[src/rtl/wdog_pkg.sv]
package wdog_pkg;
  localparam int FLAG_BIT  = 7;
  localparam int IE_BIT    = 6;
  localparam int SEL_HI    = 5;
  localparam int CHGEN_BIT = 4;
  localparam int RE_BIT    = 3;

  typedef struct packed {
    logic       run;
    logic       clear;
    logic [3:0] sel;
  } wdogCmd_t;
endpackage

[src/rtl/wdog_count.sv]
module wdog_count
  import wdog_pkg::*;
#(
  parameter int BASE_EXP = 11,
  parameter int MAX_CODE = 9
) (
  input  logic     clk,
  input  logic     rstN,
  input  wdogCmd_t cmd,
  input  logic     tickEn,
  output logic     timeout
);
  localparam int CNT_W = BASE_EXP + MAX_CODE;
  localparam logic [3:0] MAX_SEL = 4'(MAX_CODE);

  logic [CNT_W-1:0] count;
  logic [CNT_W-1:0] lastVal;
  logic [CNT_W:0]   spanVal;
  logic [3:0]       selEff;

  // Clamp the period code, then derive the final count value of the period.
  always_comb begin
    selEff  = (cmd.sel > MAX_SEL) ? MAX_SEL : cmd.sel;
    spanVal = (CNT_W+1)'(1) << (BASE_EXP + int'(selEff));
    lastVal = CNT_W'(spanVal - (CNT_W+1)'(1));
  end

  assign timeout = cmd.run & tickEn & ~cmd.clear & (count >= lastVal);

  always_ff @(posedge clk or negedge rstN) begin
    if (!rstN)                count <= '0;
    else if (cmd.clear)       count <= '0;
    else if (cmd.run && tickEn) count <= timeout ? '0 : count + 1'b1;
  end

  AST_KICK_ZERO: assert property (@(posedge clk) disable iff (!rstN)
    cmd.clear |=> (count == '0));
  AST_STOP_HOLDS: assert property (@(posedge clk) disable iff (!rstN)
    (!cmd.run && !cmd.clear) |=> $stable(count));
endmodule

[src/rtl/wdog_ctrl.sv]
module wdog_ctrl
  import wdog_pkg::*;
#(
  parameter bit WDE_RST = 1'b0
) (
  input  logic       clk,
  input  logic       rstN,
  input  logic       regWrEn,
  input  logic [7:0] regWrData,
  output logic [7:0] regRdData,
  input  logic       globalIntEn,
  input  logic       intAck,
  input  logic       kick,
  input  logic       timeout,
  output wdogCmd_t   cmd,
  output logic       irq,
  output logic       resetReq
);
  logic       flag;
  logic       intEn;
  logic       rstEn;
  logic       chgEn;
  logic [3:0] sel;
  logic       swClear;

  assign swClear = regWrEn & regWrData[FLAG_BIT];

  always_ff @(posedge clk or negedge rstN) begin
    if (!rstN) begin
      intEn <= 1'b0;
      rstEn <= WDE_RST;
      chgEn <= 1'b0;
      sel   <= '0;
    end else if (regWrEn) begin
      intEn <= regWrData[IE_BIT];
      rstEn <= regWrData[RE_BIT];
      chgEn <= regWrData[CHGEN_BIT];
      sel   <= {regWrData[SEL_HI], regWrData[2:0]};
    end
  end

  // A timeout beats a clear that arrives in the same cycle.
  always_ff @(posedge clk or negedge rstN) begin
    if (!rstN)                  flag <= 1'b0;
    else if (timeout && intEn)  flag <= 1'b1;
    else if (intAck || swClear) flag <= 1'b0;
  end

  always_ff @(posedge clk or negedge rstN) begin
    if (!rstN) resetReq <= 1'b0;
    else       resetReq <= timeout & rstEn;
  end

  always_comb begin
    cmd.run   = intEn | rstEn;
    cmd.clear = kick;
    cmd.sel   = sel;
  end

  assign irq       = flag & intEn & globalIntEn;
  assign regRdData = {flag, intEn, sel[3], chgEn, rstEn, sel[2:0]};

  AST_RST_PULSE: assert property (@(posedge clk) disable iff (!rstN)
    resetReq |=> !resetReq);
  AST_FLAG_CAUSE: assert property (@(posedge clk) disable iff (!rstN)
    $rose(flag) |-> $past(intEn));
  AST_ACK_CLEARS: assert property (@(posedge clk) disable iff (!rstN)
    (intAck && !timeout) |=> !flag);
  AST_IRQ_GATED: assert property (@(posedge clk) disable iff (!rstN)
    !globalIntEn |-> !irq);
  AST_QUIET_OFF: assert property (@(posedge clk) disable iff (!rstN)
    (!intEn && !rstEn) |=> !resetReq);
endmodule

[src/rtl/wdog_top.sv]
module wdog_top
  import wdog_pkg::*;
#(
  parameter int BASE_EXP = 11,
  parameter int MAX_CODE = 9,
  parameter bit WDE_RST  = 1'b0
) (
  input  logic       clk,
  input  logic       rstN,
  input  logic       tickEn,
  input  logic       regWrEn,
  input  logic [7:0] regWrData,
  output logic [7:0] regRdData,
  input  logic       globalIntEn,
  input  logic       intAck,
  input  logic       kick,
  output logic       irq,
  output logic       resetReq
);
  wdogCmd_t cmd;
  logic     timeout;

  wdog_ctrl #(.WDE_RST(WDE_RST)) u_ctrl (
    .clk(clk), .rstN(rstN), .regWrEn(regWrEn), .regWrData(regWrData),
    .regRdData(regRdData), .globalIntEn(globalIntEn), .intAck(intAck),
    .kick(kick), .timeout(timeout), .cmd(cmd), .irq(irq), .resetReq(resetReq)
  );

  wdog_count #(.BASE_EXP(BASE_EXP), .MAX_CODE(MAX_CODE)) u_count (
    .clk(clk), .rstN(rstN), .cmd(cmd), .tickEn(tickEn), .timeout(timeout)
  );
endmodule

[config.mk]
export PLATFORM = sky130hd
export DESIGN_NAME = wdog_top
export DESIGN_NICKNAME = d
export VERILOG_FILES = /design/src/rtl/wdog_pkg.sv /design/src/rtl/wdog_count.sv /design/src/rtl/wdog_ctrl.sv /design/src/rtl/wdog_top.sv
export SDC_FILE = /design/constraint.sdc
export NUM_CORES = 1
export LEC_CHECK = 0
export ABC_AREA = 1
export BUFFER_PORTS_ARGS = -buffer_cell sky130_fd_sc_hd__buf_2
export CAP_MARGIN = 0
export CORE_UTILIZATION = 50
export DETAILED_ROUTE_END_ITERATION = 10
export PLACE_DENSITY_LB_ADDON = 0.1
export SLEW_MARGIN = 20
export SYNTH_ARGS = -nofsm -noshare
export SYNTH_HDL_FRONTEND = slang
export SYNTH_SLANG_ARGS = --single-unit
[constraint.sdc]
create_clock -name clk -period 4.1 [get_ports clk]
set_input_delay 0.615 -clock clk [delete_from_list [all_inputs] [get_ports clk]]
set_output_delay 0.615 -clock clk [all_outputs]
set_load 0.01 [all_outputs]
[After elaboration in Yosys (flattened, before gate mapping)]
Cells that the tools add are included.
Operators by class
  muxes and demuxes: 6
  order comparisons: 2
  bitwise logic cells: 9
  shift operators: 1
  reductions and logical operators: 5
  add/sub/neg operators: 3
Operator list (count)
  $mux W20: 3
  $shl A1 B32 Y20 const A: 1
  $add A20 B1 Y20 const B: 1
  $ge A20 B20 Y1: 1
  $sub A20 B1 Y20 const B: 1
  $and A1 B1 Y1: 7
  $add A4 B4 Y5 const A: 1
  $gt A4 B4 Y1 const B: 1
  $mux W4: 1
  $reduce_bool A2 Y1: 2
  $logic_and A1 B1 Y1: 2
  $mux W1: 2
  $logic_or A1 B1 Y1: 1
  $not A1 Y1: 1
  $or A1 B1 Y1: 1
Word-level totals
  input bits: 15
  logic and storage cells: 33
  output and inout port bits: 10
  register bits: 29

[Logic depth before layout (Yosys ltp)]
  word-level depth: 10
  depth in mapped cells: 24

[Cells and area by module]
Synthesis repeated with hierarchy kept, for this count alone.
Second synthesis, totals
  cells, all modules: 380
  area total of the unflattened synthesis: 2570.0 µm²
By module, submodules not included
  wdog_count: seq. area each 500.5 µm², cells each 330, instances 1, area each 2139.6 µm²
  wdog_ctrl: seq. area each 225.2 µm², cells each 50, instances 1, area each 430.4 µm²

[Worst setup path after synthesis]
OpenSTA, ideal clock, no wires.
  path type: register to register
  start point: register u_ctrl.sel[1]
  end point: register u_count.count[8]
  data required time: 3.981 ns
  cell stages (with the launch flop): 22
  arrival time: 2.836 ns
  buffers on the path: 2
  setup time: 0.119 ns
  path slack: 1.145 ns
  cell sequence: dfrtp_1 buf_4 o21ai_2 nand2_1 nor2_1 ha_1 inv_1 o2111ai_1 nand2_4 nor2_2 nand3_1 nand2_1 ha_1 nand2_1 inv_2 nand2_1 nor2_1 and3_1 nand2_4 buf_6 nand4_1 nand2_1
Between the ends
  word-level cells in the longest chain between the ends: 10
Ends and longest elaborated chain
  start, declared: line wdog_ctrl.sv:23  | logic [3:0] sel;
  start signal, assigned: line wdog_ctrl.sv:38  | sel <= {regWrData[SEL_HI], regWrData[2:0]};
  $gt A4 B4 Y1: line wdog_count.sv:23  | selEff = (cmd.sel > MAX_SEL) ? MAX_SEL : cmd.sel;
  $mux W4 *: line wdog_count.sv:23
  $add A4 B4 Y5 *: line wdog_count.sv:24  | spanVal = (CNT_W+1)'(1) << (BASE_EXP + int'(selEff));
  $shl A1 B32 Y20 *: line wdog_count.sv:24
  $sub A20 B1 Y20 *: line wdog_count.sv:25  | lastVal = CNT_W'(spanVal - (CNT_W+1)'(1));
  $ge A20 B20 Y1 *: line wdog_count.sv:28  | assign timeout = cmd.run & tickEn & ~cmd.clear & (count >= lastVal);
  $and A1 B1 Y1 *: line wdog_count.sv:28
  $mux W20 * (2 in a row): line wdog_count.sv:33  | else if (cmd.run && tickEn) count <= timeout ? '0 : count + 1'b1;
  $mux W20 *: line wdog_count.sv:32  | else if (cmd.clear) count <= '0;
  end signal, assigned: line wdog_count.sv:33
  end, declared: line wdog_count.sv:16  | logic [CNT_W-1:0] count;
Mark *: on every way between the ends. The rest lies on a longest branch, timed or not. The select of a mux whose other input is x is not followed.
A chain may end at the register's enable or synchronous reset.

[Worst setup path after layout]
  start point: register u_ctrl.sel[1]
  end point: register u_ctrl.flag
Between the ends
  word-level cells in the longest chain between the ends: 9
  elaborated cells on any way between the ends: 10
Ends and longest elaborated chain
  $gt A4 B4 Y1: line wdog_count.sv:23
  $mux W4 *: line wdog_count.sv:23
  $add A4 B4 Y5 *: line wdog_count.sv:24
  $shl A1 B32 Y20 *: line wdog_count.sv:24
  $sub A20 B1 Y20 *: line wdog_count.sv:25
  $ge A20 B20 Y1 *: line wdog_count.sv:28
  $and A1 B1 Y1 *: line wdog_count.sv:28
  $logic_and A1 B1 Y1 *: line wdog_ctrl.sv:45  | else if (timeout && intEn) flag <= 1'b1;
  $mux W1 or $reduce_bool A2 Y1 (tied branches)
  end signal, assigned: line wdog_ctrl.sv:44  | if (!rstN) flag <= 1'b0;
  end signal, assigned: line wdog_ctrl.sv:45
  end signal, assigned: line wdog_ctrl.sv:46  | else if (intAck || swClear) flag <= 1'b0;
  end, declared: line wdog_ctrl.sv:19  | logic flag;
Mark *: on every way between the ends. The rest lies on a longest branch, timed or not.

==> impl_metrics.py <==
metrics = {
    "timing": {
        "period_needed_ns": 3.32,
        "layout_setup_ws_ns": 0.781,
        "setup_viol": 0,
        "hold_violations": 0,
        "fin_skew_ns": 0.0111,
        "fmax_mhz": 301,
        "fin_tns_setup_ns": 0,
        "tightest_slew_ns": 0.669,
        "fin_crit_sh_pct": 80.9,
        "whs_ns": 0.357,
        "slew_headroom_pct": 55.4,
        "maxSlewViolCount": 0,
        "rsz0062_at_grt": "false",
    },
    "cts": {
        "root_buffer": "clkbuf_8",
        "ctsHoldBuffers": 0,
        "cts_setup_buffers": 0,
        "cts_max_level": 2,
        "clockBufferDepth": 2,
        "tritoncts": "yes",
        "clk_pin_slew_ns": 0.07,
        "cts_resized": 0,
        "numClockSinks": 29,
        "cts_buffers": 5,
        "insertion_delay_ns": 0.29,
    },
    "setup_path": {
        "r2r-end": "u_ctrl.flag",
        "cp_common_cell": "nand2_1",
        "startpoint_type": "flop",
        "path_max_fanout": 19,
        "rrSetupSlack_ns": 0.78,
        "r2r_start": "u_ctrl.sel[1]",
        "required_ns": 4.28,
        "arrival_ns": 3.50,
        "crit_buf_inv": 2,
        "crit_chain": "o21ai_2 > nand2_1 > nor2_1 > ha_1 > inv_1 > o2111ai_1 > nand2_4 > nor2_2 > nand3_1 > nand2_1 > ha_1 > nand2_1 > inv_2 > nand2_1 > nor2_1 > nand2_1 > nand3_1 > nor2_4 > nand2_2 > nand3_1 > nand2_1",
        "critPathSlowestCell": "dfrtp_1",
        "cp-end-kind": "flop",
        "crit_path_max_incr_delay_ns": 0.50,
        "critPathTopFamily": "simple AND/OR/NAND/NOR gates",
        "path_class": "reg2reg",
        "r2r_cells": 21,
    },
    "pwr": {
        "leakage_nw": 1.64,
        "ir_drop_uv": 174,
        "power_density_nw_per_um2": 270,
        "power_mw": 0.794,
    },
    "finish": {
        "nets": 450,
        "final_cells": 482,
        "layout-drive-gt1-share_pct": 16.7,
        "finalInstanceArea_um2": 2940,
        "fin_util_pct": 57.6,
        "syn_to_final_growth_pct": 10.4,
        "n_antenna_cell": 0,
    },
    "global_routing": {
        "antenna_found_initial": 0,
        "first_global_vias": 2143,
        "grt_pass1_wl_mm": 9.53,
        "grt_max_degree": 30,
        "track_usage_pct": 22.4,
        "grt.overflow.total": 0,
    },
    "synth": {
        "syn_inst": 386,
        "synth_top_area_share_pct": 27.2,
        "ys_seq_area_share_pct": 27.2,
        "synthArstFlopShare_pct": 100,
        "synth_largest_area_cell": "dfrtp_1",
        "synth-edff-count": 0,
        "synth_area_leaders": "dfrtp_1 (27%), nand2_1 (18%), ha_1 (11%), inv_1 (5.5%), nand4_1 (5.4%)",
        "avgSynthCellArea_um2": 6.90,
        "synth.most_common_cell": "nand2_1",
        "synthDistinctLibCells": 35,
        "ys_seq_elements": 29,
        "synthFlopType": "dfrtp_1",
        "synth_warnings": 0,
        "syn-cell-area_um2": 2670,
        "post_synth_most_frequent_cells": "nand2_1 (126), inv_1 (39), nor2_1 (38)",
    },
    "floorplanning": {
        "coreArea_um2": 5110,
        "chipHeight_um": 75.0,
        "start_util_pct": 52.2,
        "die_area_um2": 5630,
        "ios": 25,
        "rows": 26,
        "die_x_um": 75.0,
    },
    "detailed_routing": {
        "post_drt_wl_per_cell_um": 11.9,
        "via_per_inst": 5.01,
        "post-route-drc-count": 0,
        "vias": 2414,
        "wirelength_mm": 5.73,
        "dr.pass1.iters": 4,
        "drt_iter0_drc": 134,
        "ant_nets": 0,
    },
    "placement": {
        "port_buffers": 24,
        "dpl_cell_area_um2": 2820,
        "dp_slack_ns": 0.786,
        "place_congestion": 0.842,
        "dp_hpwl_mm": 4.45,
        "placed_cells": 474,
    },
    "hold_path": {
        "hold_class": "in2async",
    },
    "job": {
        "drv_cap": 0,
    },
    "outcome": {
        "outcome": "finished clean",
    },
}
==> layout make-up <==
cell class	count	area (um^2)
fill	511	2160
multi-input combinational	300	1690
sequential	29	726
inverter	49	189
timing repair buffer	26	135
tap	70	87.6
clock buffer	6	82.6
clock inverter	2	37.5
==> report_power, final <==
group	switching (mW)	internal, mW	total, mW
Sequential	0.0135	0.294	0.308
Clock	0.118	0.197	0.315
Combinational	0.109	0.0621	0.171
Total	0.240	0.554	0.794
==> registers in the layout, indices dropped and copies added, names as in the netlist <==
name             cells
u_ctrl.flag          1
u_ctrl.chgEn         1
u_ctrl.intEn         1
u_ctrl.resetReq      1
u_ctrl.rstEn         1
u_count.count       20
u_ctrl.sel           4
==> layout by cell type (no fill, tap or decap), drive strengths merged <==
| cell type | n |
|---|---|
| a21o | 2 |
| a21oi | 6 |
| and3 | 2 |
| buf | 26 |
| bufinv | 1 |
| clkbuf | 6 |
| clkinv | 1 |
| clkinvlp | 1 |
| conb | 6 |
| dfrtp | 29 |
| ha | 24 |
| inv | 48 |
| mux2 | 2 |
| nand2 | 134 |
| nand3 | 17 |
| nand3b | 1 |
| nand4 | 24 |
| nor2 | 48 |
| nor3 | 1 |
| o2111ai | 1 |
| o21ai | 14 |
| xnor2 | 3 |
| xor2 | 15 |
==> worst max path at each step <==
stage	startpoint	to	slack, ns	cells past startpoint
2_1_floorplan	u_ctrl.sel[1]	u_count.count[8]	1.15	21
3_3_place_gp	u_ctrl.sel[1]	u_ctrl.flag	0.91	21
3_5_place_dp	u_ctrl.sel[1]	u_ctrl.flag	0.79	21
4_1_cts	u_ctrl.sel[1]	u_ctrl.flag	0.78	21
5_1_grt	u_ctrl.sel[1]	u_ctrl.flag	0.46	22
6_report	u_ctrl.sel[1]	u_ctrl.flag	0.78	21
==> cells by family (layout without fill, tap and decap cells) <==
logic type / count (synthesis) / in the layout / share of synthesized area [%]
XOR/XNOR: 18 / 18 / 5.92
buffers and inverters: 61 / 83 / 10.1
AND/OR/NAND/NOR: 227 / 227 / 39.4
flip-flops: 29 / 29 / 27.2
adder cells (fa/ha/maj): 24 / 24 / 11.3
AO/OA/AOI/OAI: 23 / 23 / 4.93
multiplexers: 2 / 2 / 0.845
other: 2 / 6 / 0.282
==> routing by layer <==
| layer | up-vias | track usage (%) | routed length [um] |
|---|---|---|---|
| met5 | - | 0 | 0 |
| met4 | 0 | 6.50 | 81 |
| met3 | 9 | 4.55 | 218 |
| met2 | 55 | 38.7 | 2720 |
| met1 | 1077 | 28.2 | 2710 |
| li1 | 1273 | - | - |
Note: power is estimated with default switching activity, not from simulation.
